===== src/rtl/osd_pkg.sv =====
package osd_pkg;

   localparam int NUM_CH = 3;

   typedef enum int {
      CH_RED   = 0,
      CH_GREEN = 1,
      CH_BLUE  = 2
   } chan_e;

   typedef enum logic {
      SRC_DIRECT  = 1'b0,
      SRC_PALETTE = 1'b1
   } src_e;

   function automatic int prim_bit(input int ch);
      return 2 - ch;
   endfunction

endpackage


===== src/rtl/osd_cfg_regs.sv =====
module osd_cfg_regs
   import osd_pkg::*;
#(
   parameter int              LUT_DEPTH  = 16,
   parameter int              CHAN_W     = 4,
   parameter int              COEF_W     = 8,
   parameter int              ADDR_W     = 5,
   parameter int              IDX_W      = 4,
   parameter logic [COEF_W-1:0] COEF_RESET = 8'h44
) (
   input  logic                        clk,
   input  logic                        rst_n,
   input  logic                        wr_en,
   input  logic [ADDR_W-1:0]           wr_addr,
   input  logic [NUM_CH*CHAN_W-1:0]    wr_data,
   input  logic [IDX_W-1:0]            rd_idx,
   output logic [NUM_CH*CHAN_W-1:0]    rd_entry,
   output logic [NUM_CH*COEF_W-1:0]    coef_all
);

   localparam int ENTRY_W = NUM_CH * CHAN_W;

   logic [ENTRY_W-1:0] pal_mem [LUT_DEPTH];
   logic               pal_hit;

   assign pal_hit = wr_en && (wr_addr < ADDR_W'(LUT_DEPTH));

   always_ff @(posedge clk or negedge rst_n) begin
      if (!rst_n) begin
         for (int e = 0; e < LUT_DEPTH; e++) begin
            pal_mem[e] <= '0;
         end
      end else if (pal_hit) begin
         pal_mem[wr_addr[IDX_W-1:0]] <= wr_data;
      end
   end

   assign rd_entry = pal_mem[rd_idx];

   generate
      for (genvar c = 0; c < NUM_CH; c++) begin : g_gain
         logic [COEF_W-1:0] gain_q;
         logic              gain_hit;

         assign gain_hit = wr_en && (wr_addr == ADDR_W'(LUT_DEPTH + c));

         always_ff @(posedge clk or negedge rst_n) begin
            if (!rst_n) begin
               gain_q <= COEF_RESET;
            end else if (gain_hit) begin
               gain_q <= wr_data[COEF_W-1:0];
            end
         end

         assign coef_all[c*COEF_W +: COEF_W] = gain_q;
      end
   endgenerate

endmodule


===== src/rtl/osd_level_stage.sv =====
module osd_level_stage
   import osd_pkg::*;
#(
   parameter int                CHAN_W   = 4,
   parameter int                COEF_W   = 8,
   parameter int                IDX_W    = 4,
   parameter logic [CHAN_W-1:0] FULL_LVL = 4'hF,
   parameter logic [CHAN_W-1:0] HALF_LVL = 4'h7
) (
   input  logic                      clk,
   input  logic                      rst_n,
   input  logic [IDX_W:0]            pix_code,
   input  logic [NUM_CH*CHAN_W-1:0]  lut_entry,
   input  logic [NUM_CH*COEF_W-1:0]  coef_all,
   output logic [IDX_W-1:0]          rd_idx,
   output logic [NUM_CH*CHAN_W-1:0]  lvl_q,
   output logic [NUM_CH*COEF_W-1:0]  coef_q
);

   localparam int HALF_BIT = 3;

   src_e                      src_sel;
   logic                      half_sel;
   logic [NUM_CH*CHAN_W-1:0]  lvl_d;

   assign src_sel  = pix_code[IDX_W] ? SRC_PALETTE : SRC_DIRECT;
   assign half_sel = pix_code[HALF_BIT];
   assign rd_idx   = pix_code[IDX_W-1:0];

   generate
      for (genvar c = 0; c < NUM_CH; c++) begin : g_ch
         logic              prim_on;
         logic [CHAN_W-1:0] dir_lvl;
         logic [CHAN_W-1:0] pal_lvl;

         assign prim_on = pix_code[prim_bit(c)];
         assign pal_lvl = lut_entry[(NUM_CH-c)*CHAN_W-1 -: CHAN_W];

         always_comb begin
            if (!prim_on) begin
               dir_lvl = '0;
            end else if (half_sel) begin
               dir_lvl = HALF_LVL;
            end else begin
               dir_lvl = FULL_LVL;
            end
         end

         assign lvl_d[c*CHAN_W +: CHAN_W] =
            (src_sel == SRC_PALETTE) ? pal_lvl : dir_lvl;
      end
   endgenerate

   always_ff @(posedge clk or negedge rst_n) begin
      if (!rst_n) begin
         lvl_q  <= '0;
         coef_q <= '0;
      end else begin
         lvl_q  <= lvl_d;
         coef_q <= coef_all;
      end
   end

endmodule


===== src/rtl/osd_gain_scale.sv =====
module osd_gain_scale #(
   parameter int CHAN_W   = 4,
   parameter int COEF_W   = 8,
   parameter int OUT_W    = 8,
   parameter int SHIFT    = 2,
   parameter bit SATURATE = 1'b1
) (
   input  logic              clk,
   input  logic              rst_n,
   input  logic [CHAN_W-1:0] lvl,
   input  logic [COEF_W-1:0] coef,
   output logic [OUT_W-1:0]  pix_q
);

   localparam int PROD_W = CHAN_W + COEF_W;
   localparam int SH_W   = PROD_W - SHIFT;

   generate
      if (SHIFT < 0 || SH_W < 1) begin : g_bad_shift
         $error("osd_gain_scale: SHIFT leaves no product bits");
      end
   endgenerate

   logic [PROD_W-1:0] prod;
   logic [OUT_W-1:0]  res;

   assign prod = PROD_W'(lvl) * PROD_W'(coef);

   generate
      if (SATURATE && (SH_W > OUT_W)) begin : g_clip
         logic [PROD_W-1:0] shifted;
         logic              ovf;

         assign shifted = prod >> SHIFT;
         assign ovf     = |shifted[PROD_W-1:OUT_W];
         assign res     = ovf ? {OUT_W{1'b1}} : shifted[OUT_W-1:0];
      end else begin : g_plain
         assign res = OUT_W'(prod >> SHIFT);
      end
   endgenerate

   always_ff @(posedge clk or negedge rst_n) begin
      if (!rst_n) begin
         pix_q <= '0;
      end else begin
         pix_q <= res;
      end
   end

endmodule


===== src/rtl/osd_color_decoder.sv =====
module osd_color_decoder
   import osd_pkg::*;
#(
   parameter int                LUT_DEPTH  = 16,
   parameter int                CHAN_W     = 4,
   parameter int                COEF_W     = 8,
   parameter int                OUT_W      = 8,
   parameter int                PROD_SHIFT = 2,
   parameter bit                SATURATE   = 1'b1,
   parameter logic [COEF_W-1:0] COEF_RESET = 8'h44,
   parameter logic [CHAN_W-1:0] FULL_LVL   = 4'hF,
   parameter logic [CHAN_W-1:0] HALF_LVL   = 4'h7,
   localparam int               IDX_W      = $clog2(LUT_DEPTH),
   localparam int               CODE_W     = IDX_W + 1,
   localparam int               ADDR_W     = $clog2(LUT_DEPTH + NUM_CH),
   localparam int               ENTRY_W    = NUM_CH * CHAN_W
) (
   input  logic               clk,
   input  logic               rst_n,
   input  logic [CODE_W-1:0]  pix_code,
   input  logic               cfg_we,
   input  logic [ADDR_W-1:0]  cfg_addr,
   input  logic [ENTRY_W-1:0] cfg_wdata,
   output logic [OUT_W-1:0]   osd_r,
   output logic [OUT_W-1:0]   osd_g,
   output logic [OUT_W-1:0]   osd_b
);

   generate
      if (LUT_DEPTH < 16 || (LUT_DEPTH & (LUT_DEPTH - 1)) != 0) begin : g_bad_depth
         $error("osd_color_decoder: LUT_DEPTH must be a power of two, at least 16");
      end
      if (CHAN_W < 1 || COEF_W < 1 || COEF_W > ENTRY_W) begin : g_bad_width
         $error("osd_color_decoder: gain width must fit in the write data");
      end
      if (OUT_W < 1) begin : g_bad_out
         $error("osd_color_decoder: OUT_W must be positive");
      end
   endgenerate

   logic [IDX_W-1:0]          rd_idx;
   logic [ENTRY_W-1:0]        rd_entry;
   logic [NUM_CH*COEF_W-1:0]  coef_all;
   logic [ENTRY_W-1:0]        lvl_q;
   logic [NUM_CH*COEF_W-1:0]  coef_q;
   logic [NUM_CH*OUT_W-1:0]   pix_all;

   osd_cfg_regs #(
      .LUT_DEPTH  (LUT_DEPTH),
      .CHAN_W     (CHAN_W),
      .COEF_W     (COEF_W),
      .ADDR_W     (ADDR_W),
      .IDX_W      (IDX_W),
      .COEF_RESET (COEF_RESET)
   ) u_regs (
      .clk      (clk),
      .rst_n    (rst_n),
      .wr_en    (cfg_we),
      .wr_addr  (cfg_addr),
      .wr_data  (cfg_wdata),
      .rd_idx   (rd_idx),
      .rd_entry (rd_entry),
      .coef_all (coef_all)
   );

   osd_level_stage #(
      .CHAN_W   (CHAN_W),
      .COEF_W   (COEF_W),
      .IDX_W    (IDX_W),
      .FULL_LVL (FULL_LVL),
      .HALF_LVL (HALF_LVL)
   ) u_level (
      .clk       (clk),
      .rst_n     (rst_n),
      .pix_code  (pix_code),
      .lut_entry (rd_entry),
      .coef_all  (coef_all),
      .rd_idx    (rd_idx),
      .lvl_q     (lvl_q),
      .coef_q    (coef_q)
   );

   generate
      for (genvar c = 0; c < NUM_CH; c++) begin : g_scale
         osd_gain_scale #(
            .CHAN_W   (CHAN_W),
            .COEF_W   (COEF_W),
            .OUT_W    (OUT_W),
            .SHIFT    (PROD_SHIFT),
            .SATURATE (SATURATE)
         ) u_scale (
            .clk   (clk),
            .rst_n (rst_n),
            .lvl   (lvl_q[c*CHAN_W +: CHAN_W]),
            .coef  (coef_q[c*COEF_W +: COEF_W]),
            .pix_q (pix_all[c*OUT_W +: OUT_W])
         );
      end
   endgenerate

   assign osd_r = pix_all[CH_RED*OUT_W   +: OUT_W];
   assign osd_g = pix_all[CH_GREEN*OUT_W +: OUT_W];
   assign osd_b = pix_all[CH_BLUE*OUT_W  +: OUT_W];

endmodule


===== config.mk =====
export PLATFORM = sky130hd
export DESIGN_NAME = osd_color_decoder
export DESIGN_NICKNAME = d
export VERILOG_FILES = /design/src/rtl/osd_pkg.sv /design/src/rtl/osd_cfg_regs.sv /design/src/rtl/osd_level_stage.sv /design/src/rtl/osd_gain_scale.sv /design/src/rtl/osd_color_decoder.sv
export SDC_FILE = /design/constraint.sdc
export NUM_CORES = 1
export LEC_CHECK = 0
export BUFFER_PORTS_ARGS = -buffer_cell sky130_fd_sc_hd__buf_4
export CORE_ASPECT_RATIO = 0.8
export CORE_MARGIN = 3
export CORE_UTILIZATION = 51
export CTS_CLUSTER_DIAMETER = 50
export CTS_CLUSTER_SIZE = 30
export DETAILED_ROUTE_END_ITERATION = 8
export HOLD_SLACK_MARGIN = 0.05
export PLACE_DENSITY_LB_ADDON = 0.15
export SYNTH_ARGS = -nofsm -noshare
export SYNTH_HDL_FRONTEND = slang
export SYNTH_SLANG_ARGS = --single-unit

===== constraint.sdc =====
create_clock -name clk -period 4.3 [get_ports clk]
set_input_delay 0.645 -clock clk [delete_from_list [all_inputs] [get_ports clk]]
set_output_delay 0.645 -clock clk [all_outputs]
set_load 0.02 [all_outputs]

==> flow_metrics.tcl, run 1 <==
set metrics [dict create \
    synth_nets 1150 \
    p_total_mw 7.71 \
    hold_buffers 0 \
    synth.avg_cell_area_um2 13.7 \
    vias_per_cell 5.72 \
    via_count 8377 \
    synth_top_area_share_pct 47.3 \
    hold_class "input port to asynchronous set/reset pin" \
    h-tree-depth 1 \
    clock-root-buffer "clkbuf_16" \
    arrival_ns 4.18 \
    startpoint_type "flop" \
    grt_pass1_vias 8552 \
    port_buffers 48 \
    synth_seq_area_share_pct 48.4 \
    grt_overflow 0 \
    clk_pin_slew_ns 0.08 \
    crit_start "u_level.lvl_q[3]" \
    p_switching_mw 2.34 \
    rows 54 \
    final-setup-viol-count 0 \
    grt_usage_pct 21.1 \
    ys_ff_latch 276 \
    wl_per_cell_um 20.8 \
    p_seq_share_pct 44.8 \
    fin_crit_ns 3.80 \
    power.density_mw_per_mm2 486 \
    drtIter0Drc 392 \
    fp.dieArea_mm2 0.0301 \
    hpwl_mm 19.7 \
    ys_types 47 \
    async_reset_ff_share_pct 100 \
    syn_inst 1044 \
    skew_ns 0.0220 \
    critPathKind "flop to flop" \
    synth_flop_cell "dfrtp_1" \
    power_frac_clock_pct 31.4 \
    grt_max_degree 88 \
    die_w_um 193 \
    rsz0062_at_grt "false" \
    synth.area.top_cells "dfrtp_1 47%, mux2_2 18%, mux4_2 6.0%, fa_1 5.0%, ha_1 3.9%" \
    antenna_found_initial 4 \
    max_slew.worst_pin.slew_ns 0.964 \
    fin_crit_sh_pct 88.4 \
    nets 1184 \
    reg2reg_from "u_level.lvl_q[3]" \
    core_mm2 0.0274 \
    drt_first_pass_iters 5 \
    ant_nets 0 \
    relSlewSlack_pct 35.6 \
    p_leak_nw 7.48 \
    initial_core_util_pct 52.1 \
    vdd_drop_max_uv 365 \
    clock_sinks 276 \
    hold_viol_final 0 \
    placed_cell_area_mm2 0.0149 \
    switching_share_pct 30.4 \
    layout-area-overhead-vs-synth_pct 11.0 \
    cts_setup_buffers 0 \
    numCtsBuffers 27 \
    tritoncts "built" \
    crit_path_end_kind "flop" \
    cap_violations 0 \
    die_h_um 156 \
    drt_wl_total_mm 30.4 \
    outcome "finished clean" \
    combPwrFrac_pct 23.7 \
    grt_pass1_wl_mm 49.0 \
    p_int_mw 5.37 \
    clock_path_buffers 3 \
    ys_warn_count 0 \
    cts_resized 0 \
    gp_congestion 0.848 \
    stdcell_area_mm2 0.0159 \
    clock_latency_ns 0.56 \
    synth_edf_count 0 \
    path_max_fanout 8 \
    maxSlewViolCount 0 \
    io_pins 49 \
    tns_ns 0 \
    syn-cell-area_mm2 0.0143 \
    max_clock_freq_ghz 0.263 \
    drive_above_1_share_pct 35.3 \
    drcViolationCount 0 \
    yosys.area.top_type "dfrtp_1" \
    cp.required_ns 4.68 \
]
placed cells by master, fill, tap and decap left out, types with 5 or more instances in the layout:
cell       instances
xor2_1             9
buf_4             56
xnor2_1            6
nor2_1             7
a21oi_1           29
o21ai_0            7
nand3_1           21
mux2_2           227
nor3_1            10
mux4_1             9
clkbuf_16         27
and2_1            67
ha_1              45
dfrtp_1          270
mux4_2            38
a21o_1             9
mux2i_1           14
nor2b_1            9
dfstp_2            6
inv_1             47
inv_6              6
nand2_1           58
fa_1              36
nand3b_1           6
a31oi_1            9
o211ai_1           5
cell families (layout without fill, tap and decap cells):
kind of cell               count (synthesis)  in the layout  share of synthesized area (%)
buffers and inverters                    101            156                           3.33
AOI/OAI and AO/OA                         84             84                           4.23
muxes                                    289            289                           26.7
DFF                                      276            276                           48.4
xor gates and xnor gates                  15             15                          0.919
adders and majority gates                 81             81                           8.98
and+or+nand+nor                          198            198                           7.48
other                                      0              1                              0
layer usage:
metal	track usage, %	wire length, um	share of wire [%]	vias to the layer above
met4	3.55	462	1.5	0
met1	32.4	15000	49	4408
li1	-	-	-	3812
met2	32.8	13900	46	129
met5	0	0	0	-
met3	2.85	1060	3.5	28
power by group through the flow:
stage	clock, mW	combinational [mW]	sequential [mW]
final	2.43	1.83	3.46
after global routing	2.59	2.05	3.52
after CTS	2.50	1.86	3.46
after detailed placement	0	1.85	3.50
after global placement	0	1.82	3.48
after floorplan	0	1.23	3.54
final cells by class:
class | count | area, um2
antenna | 1 | 2.50
clock buffer | 29 | 683
clock inverter | 21 | 248
fill | 2253 | 11600
inverter | 47 | 176
multi-input combinational | 667 | 6910
sequential | 276 | 6910
tap | 364 | 455
timing repair buffer | 59 | 475
per-stage QoR:
step	std cells	utilization [%]	hold WS [ns]	worst slack (ns)
CTS	1463	57.8	0.104	0.521
global route	1463	57.8	0.141	0.190
global placement	1413	54.4	0.354	0.678
detailed placement	1413	54.4	0.357	0.553
floorplan	1044	-	0.349	0.918
finish	1464	57.8	0.0895	0.499
synth_stat cells, drive strengths merged, types with 7 or more instances:
library cell	number
inv	47
ha	45
a21o	9
mux2i	14
dfrtp	270
a31oi	9
clkbuf	15
nand2	58
buf	39
mux4	48
xor2	9
mux2	227
o21ai	11
nor2	7
nor2b	9
nor3	13
and2	67
a21oi	29
fa	36
nand3	21
final timing paths:
kind	to	depth (start not counted)	slack (ns)
worst max-delay path	g_scale[0].u_scale.pix_q[7]	10	0.50
worst min register to register	u_level.coef_q[20]	0	0.36
max in group asynchronous	u_regs.pal_mem[94]	2	3.21
min in group clk	u_level.coef_q[20]	0	0.36
worst min-delay path	g_scale[1].u_scale.pix_q[0]	1	0.09
worst max register to register	g_scale[0].u_scale.pix_q[7]	10	0.50
worst max-delay path, stage by stage, from the launching register on:
cell and delay, ns:
dfrtp_1 0.46, nand2_1 0.11, fa_1 0.54, inv_1 0.05, fa_1 0.52, fa_1 0.49
a211oi_1 0.44, nor3_2 0.10, mux2i_1 0.16, a2111oi_4 0.56, o211ai_1 0.17
flip-flops by register name, indices dropped and copies added (netlist names):
register               flops
u_regs.g_gain.gain_q      24
u_level.coef_q            24
g_scale.u_scale.pix_q     24
u_regs.pal_mem           192
u_level.lvl_q             12
(Power assumes the default switching activity.)
==> inputs of run 2 (changes only) <==
--- a/config.mk
+++ b/config.mk
@@ -6,7 +6,6 @@
 export NUM_CORES = 1
 export LEC_CHECK = 0
 export BUFFER_PORTS_ARGS = -buffer_cell sky130_fd_sc_hd__buf_4
-export CORE_ASPECT_RATIO = 0.8
 export CORE_MARGIN = 3
 export CORE_UTILIZATION = 51
 export CTS_CLUSTER_DIAMETER = 50
==> flow_metrics.tcl, run 2 (same netlist as run 1, synthesis figures left out) <==
set metrics [dict create \
    initial_core_util_pct 52.4 \
    drive_above_1_share_pct 35.5 \
    top_register "u_regs.pal_mem" \
    path_cells "nand2_1, fa_1, inv_1, fa_1, fa_1, a211oi_1, nor3_2, mux2i_1, a2111oi_4, o211ai_1" \
    grt_overflow 0 \
    io_pins 49 \
    fillers 2183 \
    p_total_mw 7.93 \
    drt_wl_total_mm 29.6 \
    clock_latency_ns 0.57 \
    rsz0062_at_grt "false" \
    die_h_um 173 \
    place_inst 1420 \
    clk_pin_slew_ns 0.06 \
    core_mm2 0.0273 \
    grt_use_met2_pct 34.7 \
    grt_pass1_wl_mm 47.9 \
    grtUsageMet3_pct 2.28 \
    via_count 8234 \
    final-setup-viol-count 0 \
    seqCellArea_mm2 0.00691 \
    max_clock_freq_ghz 0.273 \
    hpwl_mm 18.9 \
    final_util_pct 58.7 \
    clock-root-buffer "clkbuf_16" \
    final_cell_mix "270 x dfrtp_1, 227 x mux2_2, 67 x and2_1, 58 x nand2_1, 53 x buf_4" \
    fin_crit_sh_pct 85.2 \
    drcViolationCount 0 \
    grt_usage_pct 20.1 \
    tns_ns 0 \
    hold_viol_final 0 \
    outcome "finished clean" \
    met1_usage_pct 27.8 \
    vias_per_cell 5.59 \
    grt_pass1_vias 8531 \
    fin_crit_ns 3.67 \
    wl_per_cell_um 20.1 \
    final_common_cell "dfrtp_1" \
    critPathKind "flop to flop" \
    antenna_found_initial 0 \
    cap_violations 0 \
    rows 60 \
    cts_resized 0 \
    path_common_cell "fa_1" \
    drt_first_pass_iters 5 \
    cp_top_family "adder cells" \
    path_max_fanout 8 \
    nets 1185 \
    reg2reg_from "u_level.lvl_q[3]" \
    numCtsBuffers 29 \
    critPathSlowestCell "a2111oi_4" \
    clock_path_buffers 3 \
    relSlewSlack_pct 33.5 \
    fin_cells 1474 \
    port_buffers 48 \
    vdd_drop_max_uv 395 \
    gp_congestion 0.805 \
    clock_sinks 276 \
    cp.buffers_inverters 1 \
    power.density_mw_per_mm2 496 \
    arrival_ns 4.05 \
    antennaDiodeCount 0 \
    ant_nets 0 \
    cpPeakStageDelay_ns 0.55 \
    top_usage_layer "met2" \
    layout-area-overhead-vs-synth_pct 11.9 \
    grt_max_degree 116 \
    maxSlewViolCount 0 \
    crit_path_end_kind "flop" \
    fp.dieArea_mm2 0.0301 \
    multi_input_area_mm2 0.00691 \
    cp.required_ns 4.69 \
    max_slew.worst_pin.slew_ns 0.995 \
    h-tree-depth 1 \
    p_leak_nw 7.55 \
    startpoint_type "flop" \
    largest_reg_flops 192 \
    cts_setup_buffers 0 \
    drtIter0Drc 458 \
    crit_start "u_level.lvl_q[3]" \
    hold_class "input port to asynchronous set/reset pin" \
    skew_ns 0.0262 \
    die_w_um 173 \
    hold_buffers 0 \
    tritoncts "built" \
]
==> run 2: area by class of cell <==
cell class / instances / area share (%)
sequential: 276 / 43.2
multi-input combinational: 667 / 43.2
clock buffer: 33 / 4.76
tap: 372 / 2.91
inverter: 47 / 1.10
clock inverter: 21 / 1.75
timing repair buffer: 58 / 3.08
==> run 2: report_power, final <==
group	internal (mW)	total, mW	switching (mW)
clock	1.52	2.67	1.15
sequential	3.17	3.44	0.270
combinational	0.956	1.83	0.872
total	5.64	7.93	2.29
==> run 2: per-stage QoR <==
step	cell area, um2	setup WS (ns)	hold slack (ns)
after floorplan	14300	0.918	0.349
after global placement	15000	0.698	0.356
after detailed placement	15000	0.625	0.356
after CTS	16000	0.597	0.201
after global routing	16000	0.431	0.235
final	16000	0.635	0.170
==> run 2: final timing paths <==
kind,end,slack [ns],depth (start not counted)
worst max-delay path,g_scale[0].u_scale.pix_q[7],0.63,10
worst min-delay path,g_scale[2].u_scale.pix_q[7],0.17,1
worst max register to register,g_scale[0].u_scale.pix_q[7],0.63,10
worst min register to register,u_level.coef_q[23],0.37,0
max in group asynchronous,u_regs.g_gain[0].gain_q[2],3.19,2
min in group clk,u_level.coef_q[23],0.37,0
==> run 2: metal layers <==
metal,up-vias,share of wire (%)
met4,0,1.7
met1,4291,46
met2,98,49
met5,-,0
li1,3814,-
met3,31,2.5
